File: src/rtl/dwr_pkg.sv
package dwr_pkg;
  localparam int SYNC_W  = 5;
  localparam int IDX_D0  = 0;
  localparam int IDX_D1  = 1;
  localparam int IDX_CLK = 2;
  localparam int IDX_SEL = 3;
  localparam int IDX_MOD = 4;
  localparam logic [SYNC_W-1:0] SYNC_RST = 5'b01000;
endpackage

File: src/rtl/dwr_sync.sv
module dwr_sync #(
  parameter int W      = 5,
  parameter int STAGES = 2,
  parameter logic [W-1:0] RST_VAL = '0
) (
  input  logic         clk,
  input  logic         rst,
  input  logic [W-1:0] din,
  output logic [W-1:0] dout
);
  logic [W-1:0] pipe [STAGES];

  always_ff @(posedge clk) begin
    if (rst) begin
      for (int i = 0; i < STAGES; i++) pipe[i] <= RST_VAL;
    end else begin
      pipe[0] <= din;
      for (int i = 1; i < STAGES; i++) pipe[i] <= pipe[i-1];
    end
  end

  assign dout = pipe[STAGES-1];
endmodule

File: src/rtl/dwr_shifter.sv
module dwr_shifter #(
  parameter int BYTE_W = 8
) (
  input  logic              clk,
  input  logic              rst,
  input  logic              clear,
  input  logic              bit_en,
  input  logic              dual,
  input  logic              d0,
  input  logic              d1,
  output logic              done,
  output logic [BYTE_W-1:0] word
);
  localparam int CW = $clog2(BYTE_W + 1);

  logic [BYTE_W-1:0] sh_q;
  logic [CW-1:0]     cnt_q;
  logic [CW-1:0]     step;
  logic [CW-1:0]     cnt_nx;

  assign step   = dual ? CW'(2) : CW'(1);
  assign cnt_nx = cnt_q + step;
  assign done   = bit_en && (cnt_nx == CW'(BYTE_W));
  assign word   = dual ? {sh_q[BYTE_W-3:0], d0, d1} : {sh_q[BYTE_W-2:0], d0};

  always_ff @(posedge clk) begin
    if (rst || clear) begin
      cnt_q <= '0;
      sh_q  <= '0;
    end else if (bit_en) begin
      sh_q  <= word;
      cnt_q <= done ? '0 : cnt_nx;
    end
  end

  p_cnt_bound_r10: assert property (@(posedge clk) disable iff (rst)
    cnt_q < CW'(BYTE_W));
  p_clear_resets_r6: assert property (@(posedge clk) disable iff (rst)
    clear |=> cnt_q == '0);
  p_dual_even_r3: assert property (@(posedge clk) disable iff (rst)
    (dual && !clear && bit_en) |=> !cnt_q[0] || clear);
endmodule

File: src/rtl/dwr_cmd_rx.sv
module dwr_cmd_rx #(
  parameter int BYTE_W      = 8,
  parameter int SYNC_STAGES = 2
) (
  input  logic              clk,
  input  logic              rst,
  input  logic              sclk_i,
  input  logic              sel_n_i,
  input  logic              d0_i,
  input  logic              d1_i,
  input  logic              dual_i,
  output logic              byte_valid_o,
  output logic [BYTE_W-1:0] byte_data_o,
  output logic              byte_is_cmd_o
);
  import dwr_pkg::*;

  logic [SYNC_W-1:0] raw, syn;
  logic              clk_q, sel_q, mode_q, first_q;
  logic              sel_s, rise, sel_fall, eff_mode, done;
  logic [BYTE_W-1:0] word;

  always_comb begin
    raw = '0;
    raw[IDX_D0]  = d0_i;
    raw[IDX_D1]  = d1_i;
    raw[IDX_CLK] = sclk_i;
    raw[IDX_SEL] = sel_n_i;
    raw[IDX_MOD] = dual_i;
  end

  dwr_sync #(.W(SYNC_W), .STAGES(SYNC_STAGES), .RST_VAL(SYNC_RST)) u_sync (
    .clk(clk), .rst(rst), .din(raw), .dout(syn)
  );

  always_ff @(posedge clk) begin
    if (rst) begin
      clk_q <= 1'b0;
      sel_q <= 1'b1;
    end else begin
      clk_q <= syn[IDX_CLK];
      sel_q <= syn[IDX_SEL];
    end
  end

  assign sel_s    = syn[IDX_SEL];
  assign rise     = syn[IDX_CLK] && !clk_q && !sel_s;
  assign sel_fall = sel_q && !sel_s;
  assign eff_mode = sel_fall ? syn[IDX_MOD] : mode_q;

  always_ff @(posedge clk) begin
    if (rst) mode_q <= 1'b0;
    else if (sel_fall) mode_q <= syn[IDX_MOD];
  end

  dwr_shifter #(.BYTE_W(BYTE_W)) u_shift (
    .clk(clk), .rst(rst), .clear(sel_s), .bit_en(rise), .dual(eff_mode),
    .d0(syn[IDX_D0]), .d1(syn[IDX_D1]), .done(done), .word(word)
  );

  always_ff @(posedge clk) begin
    if (rst) begin
      first_q       <= 1'b1;
      byte_valid_o  <= 1'b0;
      byte_data_o   <= '0;
      byte_is_cmd_o <= 1'b0;
    end else begin
      byte_valid_o <= done;
      if (sel_s) first_q <= 1'b1;
      else if (done) first_q <= 1'b0;
      if (done) begin
        byte_data_o   <= word;
        byte_is_cmd_o <= first_q;
      end
    end
  end

  p_strobe_pulse_r4: assert property (@(posedge clk) disable iff (rst)
    byte_valid_o |=> !byte_valid_o);
  p_data_hold_r4: assert property (@(posedge clk) disable iff (rst)
    !byte_valid_o |-> $stable(byte_data_o));
  p_no_byte_deselected_r7: assert property (@(posedge clk) disable iff (rst)
    byte_valid_o |-> !$past(sel_s));
  p_mode_frozen_r8: assert property (@(posedge clk) disable iff (rst)
    (!sel_s && !sel_fall) |=> $stable(mode_q));
  p_cmd_once_r5: assert property (@(posedge clk) disable iff (rst)
    (byte_valid_o && !sel_s) |=> !first_q || sel_s || $past(sel_s));
endmodule

File: config.mk
export PLATFORM = sky130hd
export DESIGN_NAME = dwr_cmd_rx
export DESIGN_NICKNAME = d
export VERILOG_FILES = /design/src/rtl/dwr_pkg.sv /design/src/rtl/dwr_sync.sv /design/src/rtl/dwr_shifter.sv /design/src/rtl/dwr_cmd_rx.sv
export SDC_FILE = /design/constraint.sdc
export NUM_CORES = 1
export LEC_CHECK = 0
export ABC_AREA = 1
export BUFFER_PORTS_ARGS = -buffer_cell sky130_fd_sc_hd__buf_4
export CAP_MARGIN = 20
export CORE_ASPECT_RATIO = 0.6
export CORE_MARGIN = 10
export CORE_UTILIZATION = 56
export CTS_CLUSTER_DIAMETER = 40
export DETAILED_ROUTE_END_ITERATION = 12
export PLACE_DENSITY = 0.77
export SLEW_MARGIN = 10
export SYNTH_ARGS = -nofsm -noshare
export SYNTH_HDL_FRONTEND = slang
export SYNTH_HIERARCHICAL = 1
export SYNTH_SLANG_ARGS = --single-unit
File: constraint.sdc
create_clock -name clk -period 3.1 [get_ports clk]
set_input_delay 0.62 -clock clk [delete_from_list [all_inputs] [get_ports clk]]
set_output_delay 0.62 -clock clk [all_outputs]
set_load 0.005 [all_outputs]
==> flow_metrics.py <==
metrics = {
    "power_and_ir_drop": {
        "p_int_w": 0.0006499,
        "power_density_nw_per_um2": 519.3,
        "total_leakage_power_nw": 0.8084,
        "p_comb_frac": 0.040,
        "clkPwrFrac": 0.415,
        "switching_share": 0.2294,
        "p_seq_frac": 0.545,
        "p_switching_w": 0.0001935,
        "ir_worst_vdd_uv": 394.0,
    },
    "drt": {
        "routedWlPerCell_microns": 11.86,
        "first_pass_iters": 4,
        "num_vias": 1134,
        "drt-total-wl_mm": 2.846,
        "viasPerCell": 4.725,
        "antenna_left": 0,
        "drt-initial-drc-count": 91,
        "post-route-drc-count": 0,
    },
    "place": {
        "gp_congestion": 0.8653,
        "io_buffers": 16,
        "place_hpwl_mm": 2.094,
    },
    "floorplanning": {
        "initial_utilization": 0.5805,
        "pin_count": 17,
        "core_sq_um": 2487,
        "dieArea_sq_um": 5076,
        "die_w_microns": 85.56,
        "num_rows": 14,
        "die_h_microns": 59.33,
    },
    "status": {
        "outcome": "finished clean",
    },
    "finish": {
        "fin_nets": 217,
        "drive_above_1_share": 0.1490,
        "fill_cells": 217,
        "syn_to_final_growth_pct": 12.48,
        "utilization": 0.6529,
        "num_antenna_cells": 0,
    },
    "yosys": {
        "ys_types": 17,
        "yosys_most_used_dff": "dfxtp_1",
        "synth_seq_cells": 35,
        "yosys-top-cells-area": "dfxtp_1 49%, inv_1 11%, o21ai_0 8.0%",
        "avgSynthCellArea_sq_um": 7.520,
        "synth_edf_count": 0,
        "ys_seq_area_frac": 0.4853,
        "yosys-top-cells-count": "41 x inv_1, 35 x dfxtp_1, 30 x nor2_1",
        "synth_nets": 202,
        "syn_area_sq_um": 1444,
        "synth_top_area_share": 0.4853,
        "yosys_warnings": 6,
        "async_flop_share": 0,
        "synthCells": 192,
        "synth_top_area_cell": "dfxtp_1",
        "synth.most_common_cell": "inv_1",
    },
    "worst_setup_path": {
        "end_kind": "register",
        "crit_chain": "inv_1, nand2_1, nand2_1, nand2_1, inv_1, inv_2, ha_1, inv_1, fa_1, inv_1, nor2_1, nand4_1, a21oi_1, buf_4, inv_2, nor2_1, nor2_1",
        "crit_type": "reg2reg",
        "cpPeakStageDelay_ns": 0.50,
        "required_ns": 3.28,
        "critPathMaxFanout": 17,
        "cpMostUsedCell": "inv_1",
        "crit_family": "buffers and inverters",
        "start_kind": "register",
        "cp.arrival_ns": 2.93,
        "r2r-start": "u_sync/pipe[0][8]",
        "cp.buffers_inverters": 7,
        "crit_start": "u_sync/pipe[0][8]",
        "slowest_stage": "fa_1",
    },
    "cts": {
        "cts_buffer_depth": 2,
        "numCtsBuffers": 5,
        "cts_hold_buf": 0,
        "postCtsSetupBuffers": 0,
        "clock_sinks": 35,
        "cts_max_level": 2,
        "cts-root-buf": "clkbuf_8",
        "cts_tree": "yes",
        "clkLatencyLatePin_ns": 0.28,
        "clk_pin_slew_ns": 0.07,
    },
    "timing": {
        "rsz0062_at_grt": "false",
        "fin_tns_setup_ns": 0,
        "max_freq_mhz": 364.0,
        "worst_pin_slew_ns": 0.4681,
        "setup_viol": 0,
        "period_share": 0.8862,
        "finalCriticalPeriod_ns": 2.747,
        "slew_viol_final": 0,
        "hold_viol_final": 0,
        "finalClockSkew_ns": 0.002916,
        "slew_headroom": 0.6876,
    },
    "global_route": {
        "grt_pass1_vias": 1052,
        "grt_usage": 0.1205,
        "antenna_found_initial": 0,
        "grt_overflow": 0,
        "grt_pass1_wl_mm": 4.830,
        "grt_max_degree": 18,
    },
    "run": {
        "drv_cap": 0,
    },
    "worst_hold_path": {
        "hp-class": "reg2reg",
        "min_from": "u_sync/pipe[0][4]",
    },
}
## metrics by stage
stage          cells  hold slack (ns)  total power [W]  cell area (sq um)  worst slack (ns)
3_5_place_dp     232           0.3948        0.0005032               1525            0.3568
3_3_place_gp     232           0.3895        0.0005009               1525            0.4711
6_report         240           0.4078        0.0008434               1624            0.3529
4_1_cts          240           0.4077        0.0008500               1624            0.3227
5_1_grt          240           0.4310        0.0008741               1624           0.05892
2_1_floorplan    192           0.3795        0.0004973               1444            0.7562
## tightest hold or removal path, delay by kind of cell (launching register included)
kind | cells | cell delay [ns]
AND/OR/NAND/NOR | 1 | 0.03
buffers and inverters | 1 | 0.04
flip-flops | 1 | 0.30
## repair_timing
action / CTS / global route
endpoints found under the hold margin: 0 / 0
endpoints found under the setup margin: 0 / 1
gates resized for setup: 0 / 1
## state kept, by name, summed over array words and instances, names as in the netlist
register       count
clk_q              1
mode_q             1
u_sync/pipe       10
first_q            1
byte_data_o        8
u_shift/sh_q       7
byte_is_cmd_o      1
byte_valid_o       1
sel_q              1
u_shift/cnt_q      4
## cell type report
type | instances | area [sq um] | area share
clock buffers | 6 | 82.58 | 0.05085
well taps | 32 | 40.04 | 0.02465
inverters | 44 | 165.2 | 0.1017
multi-input cells | 103 | 484.2 | 0.2982
flip-flops and latches | 35 | 700.7 | 0.4314
clock inverters | 2 | 16.27 | 0.01002
repair buffers | 18 | 135.1 | 0.08321
## worst paths after layout
check	end	slack, ns	depth (start not counted)
worst max-delay path	byte_data_o[4]	0.35	17
worst min register to register	u_sync/pipe[0][9]	0.41	2
worst min-delay path	u_sync/pipe[0][9]	0.41	2
worst max register to register	byte_data_o[4]	0.35	17
## metal layers
layer / vias to the layer above / track usage / wire, microns
li1: 606 / - / -
met1: 484 / 0.1475 / 1401
met2: 40 / 0.1777 / 1172
met3: 4 / 0.06181 / 247
met4: 0 / 0.04206 / 25
met5: - / 0 / 0
## power by group through the flow
stage / clock [W] / sequential (W) / combinational [W]
4_1_cts: 0.000357 / 0.000460 / 0.0000334
3_5_place_dp: 0 / 0.000470 / 0.0000332
6_report: 0.000350 / 0.000460 / 0.0000338
2_1_floorplan: 0 / 0.000469 / 0.0000285
5_1_grt: 0.000376 / 0.000460 / 0.0000386
3_3_place_gp: 0 / 0.000470 / 0.0000312
## placed cells by master (no fill, tap or decap), drive strengths merged
cell type  synthesis  layout
nand2             24      24
nor3               1       1
inv               44      44
nand4              1       1
a31oi              1       1
a21oi             12      12
nand3              4       4
o21ai             27      27
ha                 2       2
buf               10      18
clkbuf             0       6
clkinvlp           0       1
dfxtp             35      35
clkinv             0       1
fa                 1       1
nor2              30      30
## logic make-up (layout without fill, tap and decap cells)
logic type               after synthesis  in the layout  share of synthesized area
adder cells (fa/ha/maj)                3              3                    0.03119
AO/OA/AOI/OAI                         40             40                     0.1421
AND/OR/NAND/NOR                       60             60                     0.1620
buffers and inverters                 54             70                     0.1794
flip-flops                            35             35                     0.4853
Power figures use the tool's default switching activity.
